### config.mk
export PLATFORM = sky130hd
export DESIGN_NAME = lift_pe
export DESIGN_NICKNAME = d
export VERILOG_FILES = /design/src/rtl/lift_pkg.sv /design/src/rtl/lift_cell.sv /design/src/rtl/lift_cfg_dec.sv /design/src/rtl/lift_lstate.sv /design/src/rtl/lift_pe.sv
export SDC_FILE = /design/constraint.sdc
export NUM_CORES = 1
export LEC_CHECK = 0
export ABC_AREA = 0
export BUFFER_PORTS_ARGS = -buffer_cell sky130_fd_sc_hd__buf_2
export CAP_MARGIN = 10
export CORE_MARGIN = 5
export CORE_UTILIZATION = 25
export DETAILED_ROUTE_END_ITERATION = 10
export SYNTH_ARGS = -nofsm -noshare
export SYNTH_HDL_FRONTEND = slang
export SYNTH_SLANG_ARGS = --single-unit
### constraint.sdc
create_clock -name clk -period 11.25 [get_ports clk]
set_input_delay 0.5625 -clock clk [delete_from_list [all_inputs] [get_ports clk]]
set_output_delay 0.5625 -clock clk [all_outputs]
set_load 0.02 [all_outputs]
### src/rtl/lift_pkg.sv
// Package: shared encodings for the lifting step element.
// Assumes: form codes are two bits wide and fixed by the configuration layout.
package lift_pkg;
    typedef enum logic [1:0] {
        MD_SYM    = 2'd0,
        MD_ANTI   = 2'd1,
        MD_SINGLE = 2'd2,
        MD_PASS   = 2'd3
    } lift_mode_e;
endpackage

### src/rtl/lift_cell.sv
// Core arithmetic cell: D = A + round(coef * f(B, C)), saturated to DW bits.
// Assumes: coef is signed with FRAC fractional bits; purely combinational.
module lift_cell #(
    parameter int DW   = 16,
    parameter int CW   = 12,
    parameter int FRAC = 11
) (
    input  logic [1:0]           mode,
    input  logic signed [DW-1:0] a,
    input  logic signed [DW-1:0] b,
    input  logic signed [DW-1:0] c,
    input  logic signed [CW-1:0] coef,
    output logic signed [DW-1:0] d
);
    localparam int SUMW = DW + 1;
    localparam int PW   = SUMW + CW;
    localparam int TW   = PW + 1;
    localparam int HALF = 1 << (FRAC - 1);
    localparam logic signed [DW-1:0] DMAX = {1'b0, {(DW-1){1'b1}}};
    localparam logic signed [DW-1:0] DMIN = {1'b1, {(DW-1){1'b0}}};

    logic signed [SUMW-1:0] s;
    logic signed [PW-1:0]   p;
    logic signed [PW-1:0]   pr;
    logic signed [TW-1:0]   t;

    // Operand combine, multiply, round, add and clamp.
    always_comb begin
        case (mode)
            lift_pkg::MD_SYM:  s = SUMW'(b) + SUMW'(c);
            lift_pkg::MD_ANTI: s = SUMW'(b) - SUMW'(c);
            default:           s = SUMW'(b);
        endcase
        p  = PW'(s) * PW'(coef);
        pr = (p + PW'(HALF)) >>> FRAC;
        t  = TW'(a) + TW'(pr);
        if (mode == lift_pkg::MD_PASS)
            d = a;
        else if (t > TW'(DMAX))
            d = DMAX;
        else if (t < TW'(DMIN))
            d = DMIN;
        else
            d = t[DW-1:0];
    end
endmodule

### src/rtl/lift_cfg_dec.sv
// Configuration register and decoder: splits the word into step count and
// per-slot form, target and coefficient.
// Assumes: load_en is already qualified by the idle condition.
module lift_cfg_dec #(
    parameter int F  = 2,
    parameter int CW = 12,
    parameter int SW = 1,
    parameter int CFGW = SW + F * (CW + 3)
) (
    input  logic                   clk,
    input  logic                   rst_n,
    input  logic                   load_en,
    input  logic [CFGW-1:0]        word,
    output logic [SW-1:0]          steps_m1,
    output logic [F-1:0][1:0]      cmode,
    output logic [F-1:0]           ctgt,
    output logic [F-1:0][CW-1:0]   ccoef
);
    localparam int SLOTW = CW + 3;

    logic [SW-1:0] steps_w;

    // Clamp a step count beyond the slot count to the last slot.
    always_comb begin
        steps_w = (word[SW-1:0] > SW'(F - 1)) ? SW'(F - 1) : word[SW-1:0];
    end

    // Step count register.
    always_ff @(posedge clk) begin
        if (!rst_n)       steps_m1 <= '0;
        else if (load_en) steps_m1 <= steps_w;
    end

    for (genvar i = 0; i < F; i++) begin : g_slot
        // Per-slot field register.
        always_ff @(posedge clk) begin
            if (!rst_n) begin
                cmode[i] <= '0;
                ctgt[i]  <= 1'b0;
                ccoef[i] <= '0;
            end else if (load_en) begin
                cmode[i] <= word[SW + i*SLOTW +: 2];
                ctgt[i]  <= word[SW + i*SLOTW + 2];
                ccoef[i] <= word[SW + i*SLOTW + 3 +: CW];
            end
        end
    end
endmodule

### src/rtl/lift_lstate.sv
// Lifting state of one step slot: the previous even and odd operands it saw.
// Assumes: upd pulses once per pair handled by this slot.
module lift_lstate #(
    parameter int DW = 16
) (
    input  logic                 clk,
    input  logic                 rst_n,
    input  logic                 upd,
    input  logic signed [DW-1:0] pe,
    input  logic signed [DW-1:0] po,
    output logic signed [DW-1:0] ep,
    output logic signed [DW-1:0] op
);
    // Capture the slot's input pair for use by the next pair.
    always_ff @(posedge clk) begin
        if (!rst_n) begin
            ep <= '0;
            op <= '0;
        end else if (upd) begin
            ep <= pe;
            op <= po;
        end
    end
endmodule

### src/rtl/lift_pe.sv
// Reconfigurable lifting step element. One cell is time-shared over up to F
// step slots. Chain 0 is the feedback pair, chain 1 the per-slot lifting state,
// chain 2 the output pipeline register.
// Assumes: configuration is changed only between lines; pairs arrive in
// lagged form (even x[2n], odd x[2n-1]).
module lift_pe #(
    parameter int DW   = 16,
    parameter int CW   = 12,
    parameter int FRAC = 11,
    parameter int F    = 2,
    localparam int SW    = (F > 1) ? $clog2(F) : 1,
    localparam int CFGW  = SW + F * (CW + 3)
) (
    input  logic                 clk,
    input  logic                 rst_n,
    input  logic                 cfg_load,
    input  logic [CFGW-1:0]      cfg_word,
    input  logic                 in_valid,
    input  logic                 in_first,
    input  logic signed [DW-1:0] in_even,
    input  logic signed [DW-1:0] in_odd,
    output logic                 in_ready,
    output logic                 out_valid,
    output logic                 out_first,
    output logic signed [DW-1:0] out_even,
    output logic signed [DW-1:0] out_odd
);
    logic [SW-1:0]        steps_m1;
    logic [F-1:0][1:0]    cmode;
    logic [F-1:0]         ctgt;
    logic [F-1:0][CW-1:0] ccoef;
    logic [SW-1:0]        phase;
    logic                 fb_first;
    logic signed [DW-1:0] fb_e, fb_o;
    logic signed [DW-1:0] bank_e [F];
    logic signed [DW-1:0] bank_o [F];
    logic                 accept, step_go, last_step, load_en;
    logic                 sel_f, tgt_c;
    logic signed [DW-1:0] sel_e, sel_o, ep_c, op_c, op_a, op_b, op_cc, cell_d;
    logic signed [DW-1:0] res_e, res_o;
    logic [1:0]           mode_c;
    logic signed [CW-1:0] coef_c;

    assign in_ready  = (phase == '0);
    assign accept    = in_valid && in_ready;
    assign step_go   = accept || (phase != '0);
    assign last_step = (phase == steps_m1);
    assign load_en   = cfg_load && in_ready && !in_valid;

    lift_cfg_dec #(.F(F), .CW(CW), .SW(SW), .CFGW(CFGW)) u_cfg (
        .clk(clk), .rst_n(rst_n), .load_en(load_en), .word(cfg_word),
        .steps_m1(steps_m1), .cmode(cmode), .ctgt(ctgt), .ccoef(ccoef)
    );

    for (genvar i = 0; i < F; i++) begin : g_bank
        lift_lstate #(.DW(DW)) u_state (
            .clk(clk), .rst_n(rst_n),
            .upd(step_go && (phase == SW'(i))),
            .pe(sel_e), .po(sel_o), .ep(bank_e[i]), .op(bank_o[i])
        );
    end

    // Operand multiplexer: pick the pair, the slot state and the cell operands.
    always_comb begin
        sel_e  = (phase == '0) ? in_even  : fb_e;
        sel_o  = (phase == '0) ? in_odd   : fb_o;
        sel_f  = (phase == '0) ? in_first : fb_first;
        mode_c = cmode[phase];
        tgt_c  = ctgt[phase];
        coef_c = ccoef[phase];
        ep_c   = sel_f ? '0 : bank_e[phase];
        op_c   = sel_f ? '0 : bank_o[phase];
        if (!tgt_c) begin
            op_a = sel_o; op_b = ep_c; op_cc = sel_e;
        end else begin
            op_a = ep_c;  op_b = sel_o; op_cc = op_c;
        end
    end

    lift_cell #(.DW(DW), .CW(CW), .FRAC(FRAC)) u_cell (
        .mode(mode_c), .a(op_a), .b(op_b), .c(op_cc), .coef(coef_c), .d(cell_d)
    );

    // Route the cell result into the half of the pair the step updates.
    always_comb begin
        res_e = tgt_c ? cell_d : sel_e;
        res_o = tgt_c ? op_c   : cell_d;
    end

    // Fold sequencer: advance through the configured slots.
    always_ff @(posedge clk) begin
        if (!rst_n)       phase <= '0;
        else if (step_go) phase <= last_step ? '0 : phase + 1'b1;
    end

    // Feedback chain: hold an intermediate pair for the next slot.
    always_ff @(posedge clk) begin
        if (!rst_n) begin
            fb_e <= '0; fb_o <= '0; fb_first <= 1'b0;
        end else if (step_go && !last_step) begin
            fb_e <= res_e; fb_o <= res_o; fb_first <= sel_f;
        end
    end

    // Output pipeline register with its valid flag.
    always_ff @(posedge clk) begin
        if (!rst_n) begin
            out_valid <= 1'b0; out_first <= 1'b0;
            out_even  <= '0;   out_odd   <= '0;
        end else begin
            out_valid <= step_go && last_step;
            if (step_go && last_step) begin
                out_first <= sel_f; out_even <= res_e; out_odd <= res_o;
            end
        end
    end
endmodule

==> impl_metrics.csv <==
group,metric,value,unit
sta,finalHoldViolCount,0,
sta,max_freq,0.0915,GHz
power_and_ir_drop,p_int,2.63,mW
global_route,grt_pass1_wl,88.1,mm
clocking,cts_tree,"done",
power_and_ir_drop,pwr-share-clk,12.6,%
layout,area_delta_synth_final,29.4,%
die,start_util,25.3,%
critical_path,cp-end-kind,"register",
drt,drtIter0Drc,1262,
critical_path,crit_arrival,11.24,ns
sta,skew,0.0228,ns
power_and_ir_drop,leakagePower,9.52,nW
sta,setup_viol,0,
critical_path,critPathSlowestCell,"fa_1",
logic_synthesis,synth-adder-area-share,29.6,%
clocking,clk_pin_slew,0.08,ns
critical_path,reg2reg_depth,54,
logic_synthesis,synthSimpleGateAreaFrac,18.2,%
global_route,grt_pass1_vias,15411,
logic_synthesis,synth_most_common_cell,"nand2_1",
sta,whs,0.351,ns
logic_synthesis,synth.area.top_cells,"fa_1 (23%), dfxtp_1 (20%), nand2_1 (7.5%)",
critical_path,cp-start-kind,"register",
layout,antenna_cells,0,
critical_path,required,11.56,ns
min_path,hold_path_class,"input pin to register",
logic_synthesis,synthArstFlopShare,0,%
layout,drive_gt1_share,24.8,%
clocking,htreeDepth,4,
global_route,grt.overflow.total,0,
place,port_buffers,102,
die,die_x,269,um
place,post-place-ws,-0.125,ns
power_and_ir_drop,power_density,229,mW/mm^2
logic_synthesis,synth_compound_area_share,16.7,%
power_and_ir_drop,power,4.95,mW
die,die_h,269,um
global_route,track_usage,15.4,%
sta,drv_slew,0,
logic_synthesis,synth_nets,2427,
logic_synthesis,ys_ff_latch,163,
drt,antenna_left,0,
sta,max_slew_margin,21.9,%
place,gp_congestion,0.944,
sta,fin_ws,0.321,ns
layout,nets,2745,
critical_path,reg2reg_to,"fb_o[3]$_SDFFE_PN0P_",
run_status,status,"completed",
logic_synthesis,synthDistinctLibCells,73,
logic_synthesis,ys.flop_type,"dfxtp_1",
logic_synthesis,synth_top_area_share,22.6,%
critical_path,timing_worst_setup_path_type,"register to register",
power_and_ir_drop,switching_power,2.32,mW
global_route,antenna_found_initial,0,
power_and_ir_drop,p_seq_share,13.4,%
die,pin_count,103,
power_and_ir_drop,combPwrFrac,74.0,%
die,core_area,0.0660,mm^2
clocking,root_buffer,"clkbuf_16",
critical_path,cpPeakStageDelay,0.56,ns
drt,vias,15714,
drt,wl_per_cell,17.4,um
logic_synthesis,synthMuxAreaShare,5.01,%
logic_synthesis,yosysWarnings,0,
sta,worstMarginPinSlew,1.14,ns
clocking,cts_buffers,17,
critical_path,startpoint,"phase$_SDFFE_PN0N_",
drt,routed_wl,56.9,mm
logic_synthesis,synth_top_family_by_area,"adder cells",
critical_path,worstSetupEndpoint,"fb_o[3]$_SDFFE_PN0P_",
critical_path,r2r-start,"phase$_SDFFE_PN0N_",
clocking,cts.path.max_buffers,2,
run,cap_violations,0,
critical_path,path_max_fanout,8,
clocking,cts_sinks,163,
critical_path,r2r_slack,0.32,ns
sta,rsz0062_at_grt,"yes",
power_and_ir_drop,swShare,46.9,%
power_and_ir_drop,vdd_drop_max,0.167,mV
logic_synthesis,yosys-top-cells-count,"nand2_1 (335), inv_1 (225), nor2_1 (192)",
die,die_area,0.0721,mm^2
logic_synthesis,syn_avg_cell_area,8.04,um^2
logic_synthesis,synth_top_area_cell,"fa_1",
logic_synthesis,synth_edf_count,0,
drt,drc,0,
logic_synthesis,syn_area,0.0167,mm^2
layout,postLayoutCoreUtil,32.8,%
drt,firstDrtPassIters,6,
global_route,grt_max_degree,74,
logic_synthesis,ys_seq_area_share,19.5,%
die,rows,94,
place,dp_hpwl,44.7,mm
logic_synthesis,syn_inst,2077,
sta,min_period,10.93,ns
logic_synthesis,synth_xor_area_share,3.30,%
clocking,clk_latency,0.46,ns
drt,viasPerCell,4.80,
sta,period_share,97.2,%
[flip-flops by register name, summed over array words and instances (netlist names)]
signal	flops
g_bank.u_state.ep	32
g_bank.u_state.op	32
u_cfg.ccoef	24
fb_e	16
fb_o	16
out_even	16
out_odd	16
u_cfg.cmode	4
u_cfg.ctgt	2
fb_first	1
out_first	1
out_valid	1
phase	1
u_cfg.steps_m1	1
[layer usage]
metal	share of wire [%]	global-route usage, %
met1	46	22.4
met3	6.8	2.64
met4	2.3	3.61
met2	45	24.0
met5	0	0
[cells in the final DEF (no fill, tap or decap), types with 6 or more instances in the layout]
cell type / n
a211oi_1: 12
a211oi_2: 6
a21o_1: 11
a21oi_1: 175
a21oi_2: 13
a22o_1: 11
a31oi_1: 20
a31oi_2: 13
and2_1: 15
buf_12: 10
buf_2: 102
buf_4: 281
clkbuf_16: 19
dfxtp_1: 161
fa_1: 188
ha_1: 85
ha_4: 8
inv_1: 219
mux2_2: 29
mux2i_1: 46
nand2_1: 333
nand2b_1: 30
nand3_1: 27
nor2_1: 185
nor2_2: 6
nor2b_1: 23
nor3_1: 10
o21a_1: 14
o21ai_0: 110
o21ai_1: 10
xnor2_1: 41
xor2_1: 19
[repair_timing]
action                                  4_1_cts  5_1_grt
endpoints found under the setup margin       28       64
gates resized for setup                       9      138
hold buffers                                  0        0
buffers inserted                              0       20
gates cloned                                  0        2
pin swaps                                     1       29
[worst max-delay path, delay by kind of cell (launching register included)]
kind / cells / cell delay, ns
compound gates: 15 / 2.64
simple gates: 14 / 2.41
buf+inv: 14 / 1.67
fa+ha+maj: 8 / 3.18
flops: 1 / 0.35
xor+xnor: 3 / 0.52
[logic make-up (layout without fill, tap and decap cells)]
| group | Yosys count | in the layout |
|---|---|---|
| AO/OA/AOI/OAI | 470 | 471 |
| XOR/XNOR | 62 | 62 |
| adder cells (fa/ha/maj) | 282 | 282 |
| buffers and inverters | 327 | 657 |
| flip-flops | 163 | 163 |
| multiplexers | 80 | 80 |
| AND/OR/NAND/NOR | 693 | 693 |
[power groups by stage]
stage / logic, mW / clock network [mW] / registers (mW)
2_1_floorplan: 1.67 / 0 / 0.707
3_3_place_gp: 3.17 / 0 / 0.678
3_5_place_dp: 3.16 / 0 / 0.677
4_1_cts: 3.23 / 0.633 / 0.665
5_1_grt: 3.95 / 0.656 / 0.671
6_report: 3.67 / 0.622 / 0.665
[area by class of cell]
class | count | area, um^2
Clock buffer | 19 | 454
Sequential cell | 163 | 3270
Timing Repair Buffer | 400 | 2920
Clock inverter | 13 | 163
Inverter | 225 | 846
Fill cell | 6930 | 44400
Multi-Input combinational cell | 1588 | 12900
Tap cell | 864 | 1080
[how the worst min path moves through the flow]
stage                                               start                                     to  slack [ns]  cells past startpoint
floorplan           g_bank[0].u_state.ep[15]$_SDFFE_PN0P_  g_bank[0].u_state.ep[15]$_SDFFE_PN0P_        0.43                      2
global placement              u_cfg.ccoef[9]$_SDFFE_PN0P_            u_cfg.ccoef[9]$_SDFFE_PN0P_        0.44                      2
detailed placement            u_cfg.ccoef[4]$_SDFFE_PN0P_            u_cfg.ccoef[4]$_SDFFE_PN0P_        0.45                      2
CTS                                          cfg_word[22]           u_cfg.ccoef[15]$_SDFFE_PN0P_        0.33                      3
global route                                    in_odd[5]   g_bank[0].u_state.op[5]$_SDFFE_PN0P_        0.35                      3
finish                                       cfg_word[22]           u_cfg.ccoef[15]$_SDFFE_PN0P_        0.35                      3
[per-stage QoR]
step	setup TNS, ns	instances	cell area (um^2)
3_3_place_gp	-0.191	3218	20100
5_1_grt	-3.10	3272	21600
4_1_cts	0	3250	20800
2_1_floorplan	0	2077	16700
3_5_place_dp	-1.81	3218	20100
6_report	0	3272	21600
Power figures use the tool's default switching activity.
